## src/rtl/bitonic_pkg.sv

```systemverilog
`timescale 1ns/1ps
package bitonic_pkg;

    // Number of compare-exchange stages for 2^log lanes: 1 + 2 + ... + log.
    function automatic int stage_total(input int log_lanes);
        return log_lanes * (log_lanes + 1) / 2;
    endfunction

    // Index of the first stage that belongs to the merge of block size 2^blk.
    function automatic int merge_base(input int blk);
        return blk * (blk - 1) / 2;
    endfunction

endpackage

```

## src/rtl/bitonic_cell.sv

```systemverilog
`timescale 1ns/1ps
// Two-input compare-exchange. lo_out drives the lower lane index.
module bitonic_cell #(
    parameter int W    = 8,
    parameter bit DOWN = 1'b0
) (
    input  logic [W-1:0] a_in,
    input  logic [W-1:0] b_in,
    output logic [W-1:0] lo_out,
    output logic [W-1:0] hi_out
);
    logic swap;

    generate
        if (DOWN) begin : g_down
            assign swap = (a_in < b_in);
        end else begin : g_up
            assign swap = (a_in > b_in);
        end
    endgenerate

    assign lo_out = swap ? b_in : a_in;
    assign hi_out = swap ? a_in : b_in;
endmodule

```

## src/rtl/bitonic_stage.sv

```systemverilog
`timescale 1ns/1ps
// One registered butterfly step: lanes whose indices differ in bit DIST
// are compared, within merge blocks of 2^BLK lanes.
module bitonic_stage #(
    parameter int LOG       = 3,
    parameter int W         = 8,
    parameter int BLK       = 1,
    parameter int DIST      = 0,
    parameter bit BASE_DOWN = 1'b0
) (
    input  logic                  clk,
    input  logic                  rst_n,
    input  logic                  in_valid,
    input  logic [(1<<LOG)*W-1:0] in_data,
    output logic                  out_valid,
    output logic [(1<<LOG)*W-1:0] out_data
);
    localparam int LANES = 1 << LOG;
    localparam int BUSW  = LANES * W;
    localparam int SUMW  = W + LOG;

    logic [BUSW-1:0] mix;

    generate
        for (genvar i = 0; i < LANES; i++) begin : g_lane
            if (((i >> DIST) & 1) == 0) begin : g_pair
                localparam int J  = i + (1 << DIST);
                // Sub-sorter direction flips once per set bit above the block.
                localparam bit DN = BASE_DOWN ^ (^(i >> BLK));
                bitonic_cell #(.W(W), .DOWN(DN)) u_cell (
                    .a_in  (in_data[i*W +: W]),
                    .b_in  (in_data[J*W +: W]),
                    .lo_out(mix[i*W +: W]),
                    .hi_out(mix[J*W +: W])
                );
            end
        end
    endgenerate

    always_ff @(posedge clk or negedge rst_n) begin
        if (!rst_n) out_valid <= 1'b0;
        else        out_valid <= in_valid;
    end

    always_ff @(posedge clk) begin
        if (in_valid) out_data <= mix;
    end

    function automatic logic [SUMW-1:0] lane_sum(input logic [BUSW-1:0] v);
        logic [SUMW-1:0] s;
        s = '0;
        for (int k = 0; k < LANES; k++) s = s + SUMW'(v[k*W +: W]);
        return s;
    endfunction

    // valid flag advances exactly one stage per clock
    assert_valid_step_R2: assert property (@(posedge clk) disable iff (!rst_n)
        in_valid |=> out_valid);
    assert_bubble_step_R2: assert property (@(posedge clk) disable iff (!rst_n)
        !in_valid |=> !out_valid);
    // exchange loses no value
    assert_sum_kept_R5: assert property (@(posedge clk) disable iff (!rst_n)
        in_valid |=> (lane_sum(out_data) == $past(lane_sum(in_data))));
    // data register frozen on a bubble
    assert_hold_R6: assert property (@(posedge clk) disable iff (!rst_n)
        !in_valid |=> $stable(out_data));
endmodule

```

## src/rtl/bitonic_sorter.sv

```systemverilog
`timescale 1ns/1ps
module bitonic_sorter #(
    parameter int LOG_LANES = 3,
    parameter int WIDTH     = 8,
    parameter bit DESCEND   = 1'b0
) (
    input  logic                        clk,
    input  logic                        rst_n,
    input  logic                        in_valid,
    input  logic [(1<<LOG_LANES)*WIDTH-1:0] in_data,
    output logic                        out_valid,
    output logic [(1<<LOG_LANES)*WIDTH-1:0] out_data
);
    import bitonic_pkg::*;

    localparam int LANES  = 1 << LOG_LANES;
    localparam int BUSW   = LANES * WIDTH;
    localparam int NSTAGE = stage_total(LOG_LANES);

    logic            pipe_valid [NSTAGE+1];
    logic [BUSW-1:0] pipe_data  [NSTAGE+1];

    assign pipe_valid[0] = in_valid;
    assign pipe_data[0]  = in_data;

    // Merge of size 2^p follows the sorted halves of size 2^(p-1);
    // inside it the compare distance halves from 2^(p-1) down to 1.
    generate
        for (genvar p = 1; p <= LOG_LANES; p++) begin : g_merge
            for (genvar k = 0; k < p; k++) begin : g_step
                localparam int IDX = merge_base(p) + k;
                bitonic_stage #(
                    .LOG      (LOG_LANES),
                    .W        (WIDTH),
                    .BLK      (p),
                    .DIST     (p - 1 - k),
                    .BASE_DOWN(DESCEND)
                ) u_stage (
                    .clk      (clk),
                    .rst_n    (rst_n),
                    .in_valid (pipe_valid[IDX]),
                    .in_data  (pipe_data[IDX]),
                    .out_valid(pipe_valid[IDX+1]),
                    .out_data (pipe_data[IDX+1])
                );
            end
        end
    endgenerate

    assign out_valid = pipe_valid[NSTAGE];
    assign out_data  = pipe_data[NSTAGE];

    function automatic logic in_order(input logic [BUSW-1:0] v);
        logic ok;
        ok = 1'b1;
        for (int k = 0; k + 1 < LANES; k++) begin
            if (DESCEND ? (v[k*WIDTH +: WIDTH] < v[(k+1)*WIDTH +: WIDTH])
                        : (v[k*WIDTH +: WIDTH] > v[(k+1)*WIDTH +: WIDTH]))
                ok = 1'b0;
        end
        return ok;
    endfunction

    // R3 (ascending) and R4 (descending): every delivered vector is ordered
    assert_order_R3: assert property (@(posedge clk) disable iff (!rst_n)
        out_valid |-> in_order(out_data));

    generate
        if (NSTAGE > 0) begin : g_rst_chk
            assert_reset_quiet_R1: assert property (@(posedge clk)
                !rst_n |=> !out_valid);
        end
    endgenerate
endmodule

```

## config.mk

```make
export PLATFORM = sky130hd
export DESIGN_NAME = bitonic_sorter
export DESIGN_NICKNAME = d
export VERILOG_FILES = /design/src/rtl/bitonic_pkg.sv /design/src/rtl/bitonic_cell.sv /design/src/rtl/bitonic_stage.sv /design/src/rtl/bitonic_sorter.sv
export SDC_FILE = /design/constraint.sdc
export NUM_CORES = 1
export LEC_CHECK = 0
export BUFFER_PORTS_ARGS = -buffer_cell sky130_fd_sc_hd__buf_2
export CAP_MARGIN = 0
export CORE_ASPECT_RATIO = 1.4
export CORE_MARGIN = 2
export CORE_UTILIZATION = 45
export CTS_BUF_LIST = sky130_fd_sc_hd__clkbuf_8 sky130_fd_sc_hd__clkbuf_16
export DETAILED_ROUTE_END_ITERATION = 16
export GPL_ROUTABILITY_DRIVEN = 0
export SYNTH_ARGS = -nofsm -noshare
export SYNTH_HDL_FRONTEND = slang
export SYNTH_HIERARCHICAL = 1
export SYNTH_SLANG_ARGS = --single-unit
```

## constraint.sdc

```tcl
create_clock -name clk -period 2.8 [get_ports clk]
set_input_delay 0.28 -clock clk [delete_from_list [all_inputs] [get_ports clk]]
set_output_delay 0.28 -clock clk [all_outputs]
set_load 0.02 [all_outputs]
```

==> flow_summary.ini, run 1 <==
[clock_network]
holdBufCountCts = 1
ctsResizeCount = 0
insertion_delay_ns = 0.54
clockBufferDepth = 3
cts_max_level = 2
cts.clk_slew.worst_paths_ns = 0.06
cts_buffers = 40
cts_tree = done
clkSinkCount = 390
postCtsSetupBuffers = 0
root_buffer = clkbuf_16

[final_layout]
nets = 1858
drive_gt1_share_pct = 44.3
area_growth_pct = 11.7
fillers = 4223
multi_input_comb_area_um2 = 9930
antenna_cells = 0
regArea_um2 = 11700

[timing]
maxSlewViolCount = 0
hold_violations = 0
period_needed_ns = 2.33
fmax_mhz = 429
tightest_slew_ns = 0.830
finClkSkew_ns = 0.0162
final.setup.tns_ns = 0
final.period_utilization_pct = 83.3
relSlewSlack_pct = 44.6
setup_violations = 0
rsz0062_at_grt = no

[critical_path]
critPathCaptureType = register
path_cells = ha_1 -> nor2b_4 -> o211ai_2 -> a21oi_2 -> o22ai_4 -> mux2_2
cp.required_ns = 3.09
slowest_delay_ns = 0.51
crit_path_max_fanout = 16
cp_slowest_cell = o22ai_4
cp-start-kind = register
crit_arrival_ns = 2.62
critPathKind = register to register

[route]
wl_per_cell_um = 18.3
drt.antenna.violating_nets = 0
num_vias = 11600
drc = 8
drt_iter0_drc = 467
totalWireLength_um = 41700
dr.pass1.iters = 12
routed_via_density = 5.09

[die]
dieArea_um2 = 52500
dieHeight_um = 270
start_util_pct = 45.5
ios = 132
rows = 97
placeableCoreArea_um2 = 50100
chipWidth_um = 194

[global_route]
grt_max_degree = 66
grt_first_pass_wirelength_um = 65800
overflow = 0
grt_pass1_vias = 12000
grtUsageTotal_pct = 16.1
antenna_found_initial = 0

[yosys]
yosysUniqueCellTypes = 22
yosysMostFrequentCell = edfxtp_1
synth.top_cell.area_share_pct = 50.5
syn-instance-count = 1428
syn-num-nets = 1681
syn_area_per_cell_um2 = 16.0
synth-seq-area-share_pct = 51.2
ys_ff_latch = 390
synthesis.area_um2 = 22800
synthArstFlopShare_pct = 1.54
netlist_top_cells_area = edfxtp_1 (51%), mux2_4 (16%), ha_1 (10%)
yosys_warnings = 6
synth_ff_type = edfxtp_1
synthTopCellsByCount = edfxtp_1 (384), mux2_4 (240), inv_1 (192), ha_1 (186), mux2_2 (144)
synth_edf_count = 384
synth_top_area_cell = edfxtp_1

[run_status]
violations = design-rule violations
outcome = complete, but fails checks

[power_and_ir_drop]
peakVddDrop_uv = 378
leakagePower_nw = 10.9
p_per_area_nw_per_um2 = 921
power_mw = 23.5

[worst_hold_path]
hold_class = primary input to register

[flow_run]
maxCapViolCount = 0

[placed_design]
hpwl_um = 33200
port_buffers = 131
## final timing paths
| kind | slack, ns | cells past startpoint | from | endpoint |
|---|---|---|---|---|
| setup / recovery | 0.47 | 6 | g_merge[3].g_step[1].u_stage/out_data[33]$_DFFE_PP_ | g_merge[3].g_step[2].u_stage/out_data[34]$_DFFE_PP_ |
| hold / removal | 0.07 | 2 | in_data[25] | g_merge[1].g_step[0].u_stage/out_data[25]$_DFFE_PP_ |
| setup reg to reg | 0.47 | 6 | g_merge[3].g_step[1].u_stage/out_data[33]$_DFFE_PP_ | g_merge[3].g_step[2].u_stage/out_data[34]$_DFFE_PP_ |
| hold reg to reg | 0.60 | 1 | g_merge[1].g_step[0].u_stage/out_data[50]$_DFFE_PP_ | g_merge[2].g_step[0].u_stage/out_data[50]$_DFFE_PP_ |
| max in group asynchronous | 2.50 | 2 | rst_n | g_merge[1].g_step[0].u_stage/out_valid$_DFF_PN0_ |
| min in group asynchronous | 0.11 | 2 | rst_n | g_merge[2].g_step[0].u_stage/out_valid$_DFF_PN0_ |
## flip-flops by register name, summed over array words and instances (netlist names)
signal,count
g_merge.g_step.u_stage/out_valid,6
g_merge.g_step.u_stage/out_data,384
## cells by family after synthesis
kind of cell | synth area share [%]
simple gates | 3.29
buf+inv | 5.26
flops | 51.2
mux | 22.9
compound gates | 7.14
fa+ha+maj | 10.2
## worst max-delay path: cells and delay by family (launching register included)
family	cells	cell delay, ns
multiplexers	1	0.41
AO/OA/AOI/OAI	3	0.75
adder cells (fa/ha/maj)	1	0.34
flip-flops	1	0.45
AND/OR/NAND/NOR	1	0.13
## power by group
part	switching [mW]	internal, mW	leakage [nW]
combinational	3.83	4.66	6.41
sequential	1.03	8.32	3.82
clock	2.16	3.46	0.710
## per-stage QoR
step	util (%)	hold slack, ns	cell area [um^2]	std cells	worst slack (ns)
final	50.8	0.0707	25500	2277	0.467
after global routing	50.8	0.0488	25500	2277	0.335
after CTS	50.8	0.0363	25500	2277	0.437
after detailed placement	48.0	0.139	24100	2205	0.451
after global placement	48.0	0.138	24100	2205	0.467
after floorplan	-	-0.0156	22800	1428	0.598
## placed cells by master, fill, tap and decap left out, drive strengths merged, types with 7 or more instances in the layout
cell,n
o21ai,30
a211oi,12
a21oi,78
mux2,384
bufinv,7
clkinv,11
o22ai,18
nand4,42
inv,197
o211ai,18
nand2,18
nor2b,18
buf,158
clkbuf,47
edfxtp,384
ha,186
## per-layer routing
metal  GRT usage [%]  vias to the layer above  wire length (um)
li1                -                     5741                 -
met1            16.7                     5596             15700
met2            31.6                      188             23200
met3            2.47                       73              1260
met4            6.94                        0              1600
met5               0                        -                 0
## layout make-up
class / count / area share [%]
multi-input combinational: 822 / 39.0
tap: 643 / 3.16
clock inverter: 24 / 1.14
inverter: 192 / 2.83
timing repair buffer: 159 / 3.65
sequential: 390 / 45.9
clock buffer: 47 / 4.35
No activity file was read; power rests on OpenSTA's default activity.
==> inputs of run 2 (changes only) <==
==> constraint.sdc (replaced) <==
create_clock -name clk -period 2.4 [get_ports clk]
set_input_delay 0.24 -clock clk [delete_from_list [all_inputs] [get_ports clk]]
set_output_delay 0.24 -clock clk [all_outputs]
set_load 0.02 [all_outputs]
==> flow_summary.ini, run 2 (synthesized netlist as in run 1, its figures left out) <==
[run_status]
outcome = complete, but fails checks
violations = design-rule violations

[timing]
relSlewSlack_pct = 46.4
final.period_utilization_pct = 94.8
maxSlewViolCount = 0
hold_slack_ns = 0.0333
tightest_slew_ns = 0.804
rsz0062_at_grt = no
hold_violations = 0
final.setup.tns_ns = 0
setup_violations = 0
finClkSkew_ns = 0.0220
period_needed_ns = 2.28
fmax_mhz = 439

[worst_hold_path]
hold_class = primary input to register
worstHoldEndpoint = g_merge[1].g_step[0].u_stage/out_data[12]$_DFFE_PP_
worstHoldStart = in_data[12]
whs_path_depth = 2

[critical_path]
slowest_delay_ns = 0.43
crit_arrival_ns = 2.54
cp_num_buf_inv = 1
cp-start-kind = register
r2r_cells = 5
crit-reg2reg-capture = g_merge[2].g_step[1].u_stage/out_data[51]$_DFFE_PP_
critPathCaptureType = register
r2r-start = g_merge[2].g_step[0].u_stage/out_data[49]$_DFFE_PP_
critPathKind = register to register
crit_path_max_fanout = 16
rrSetupSlack_ns = 0.12
cpLargestDelayFamily = compound AO/OA/AOI/OAI gates
cp.required_ns = 2.67
cp_slowest_cell = edfxtp_1
path_cells = ha_1 -> a2111o_1 -> a211oi_4 -> buf_12 -> mux2_2

[die]
ios = 132
start_util_pct = 45.5
dieArea_um2 = 52500
rows = 97
chipWidth_um = 194
placeableCoreArea_um2 = 50100
dieHeight_um = 270

[placed_design]
hpwl_um = 33400
port_buffers = 131

[route]
routed_via_density = 5.10
drc = 8
drt.antenna.violating_nets = 0
dr.pass1.iters = 12
wl_per_cell_um = 18.2
totalWireLength_um = 41600
drt_iter0_drc = 422
num_vias = 11700

[final_layout]
largest_register_ffs = 384
top_register = g_merge.g_step.u_stage/out_data
antenna_cells = 0
mostFrequentLayoutCell = edfxtp_1
area_growth_pct = 12.4
mostFrequentLayoutCells = edfxtp_1 (384), mux2_4 (240), inv_1 (200)
nets = 1866
reg_top3 = g_merge.g_step.u_stage/out_data x384, g_merge.g_step.u_stage/out_valid x6
drive_gt1_share_pct = 43.9

[power_and_ir_drop]
leakagePower_nw = 11.0
p_per_area_nw_per_um2 = 1060
peakVddDrop_uv = 516

[flow_run]
maxCapViolCount = 0

[clock_network]
ctsResizeCount = 0
cts.clk_slew.worst_paths_ns = 0.06
insertion_delay_ns = 0.55
clkSinkCount = 390
clockBufferDepth = 3
cts_tree = done
cts_max_level = 2
cts_buffers = 39
root_buffer = clkbuf_16

[global_route]
grt_pass1_vias = 12200
antenna_found_initial = 0
grt_first_pass_wirelength_um = 65500
grt_max_degree = 66
overflow = 0
grtUsageTotal_pct = 16.0
## run 2: cell types whose count changed in the layout (fill, tap and decap cells not counted), sizes merged
cell and change:
buf +9, bufinv -3, clkbuf -6, clkinv +3, clkinvlp +2, inv +3
## run 2: worst reg2reg max path: cells and delay by family, from the launching register on
family                     cells  cell delay, ns
buffers and inverters          1            0.20
muxes                          1            0.41
DFF                            1            0.43
AOI/OAI and AO/OA              2            0.66
adders and majority gates      1            0.32
## run 2: through the flow
| step | setup slack, ns | instances | util (%) | total power, mW | cell area [um^2] |
|---|---|---|---|---|---|
| after global placement | 0.132 | 2214 | 48.6 | 21.4 | 24400 |
| final | 0.124 | 2285 | 51.1 | 27.3 | 25600 |
| after CTS | 0.0925 | 2285 | 51.1 | 27.7 | 25600 |
| after global routing | 0.0603 | 2285 | 51.1 | 28.8 | 25600 |
| after floorplan | 0.198 | 1428 | - | 19.3 | 22800 |
| after detailed placement | 0.104 | 2214 | 48.6 | 21.6 | 24400 |
## run 2: cell type report
| class | count | area [um^2] |
|---|---|---|
| Fill cell | 4247 | 24500 |
| Sequential cell | 390 | 11700 |
| Multi-Input combinational cell | 822 | 9930 |
| Timing Repair Buffer | 168 | 1240 |
| Clock buffer | 41 | 1030 |
| Tap cell | 643 | 805 |
| Inverter | 192 | 721 |
| Clock inverter | 29 | 229 |
## run 2: timing repair
action / in CTS / in global routing
endpoints found under the hold margin: 6 / 0
setup buffers: 0 / 0
hold buffers: 1 / 0
## run 2: worst max-delay path by stage
stage	slack, ns	end	start	depth (start not counted)
detailed placement	0.10	g_merge[2].g_step[1].u_stage/out_data[49]$_DFFE_PP_	g_merge[2].g_step[0].u_stage/out_data[49]$_DFFE_PP_	5
global route	0.06	g_merge[2].g_step[1].u_stage/out_data[49]$_DFFE_PP_	g_merge[2].g_step[0].u_stage/out_data[49]$_DFFE_PP_	5
floorplan	0.20	g_merge[2].g_step[0].u_stage/out_data[36]$_DFFE_PP_	g_merge[1].g_step[0].u_stage/out_data[33]$_DFFE_PP_	5
CTS	0.09	g_merge[2].g_step[1].u_stage/out_data[49]$_DFFE_PP_	g_merge[2].g_step[0].u_stage/out_data[49]$_DFFE_PP_	5
global placement	0.13	g_merge[2].g_step[1].u_stage/out_data[49]$_DFFE_PP_	g_merge[2].g_step[0].u_stage/out_data[49]$_DFFE_PP_	5
finish	0.12	g_merge[2].g_step[1].u_stage/out_data[51]$_DFFE_PP_	g_merge[2].g_step[0].u_stage/out_data[49]$_DFFE_PP_	5
## run 2: report_power, final
group / total, mW / leakage (nW) / internal [mW] / switching [mW]
combinational: 10.4 / 6.54 / 5.86 / 4.57
clock: 5.97 / 0.634 / 3.50 / 2.46
sequential: 10.9 / 3.82 / 9.71 / 1.19
## run 2: routing by layer
| metal | vias up | routed length (um) | GRT usage (%) |
|---|---|---|---|
| li1 | 5756 | - | - |
| met1 | 5628 | 15000 | 15.9 |
| met2 | 192 | 23300 | 31.8 |
| met3 | 79 | 1330 | 2.51 |
| met4 | 0 | 1930 | 7.61 |
| met5 | - | 0 | 0 |
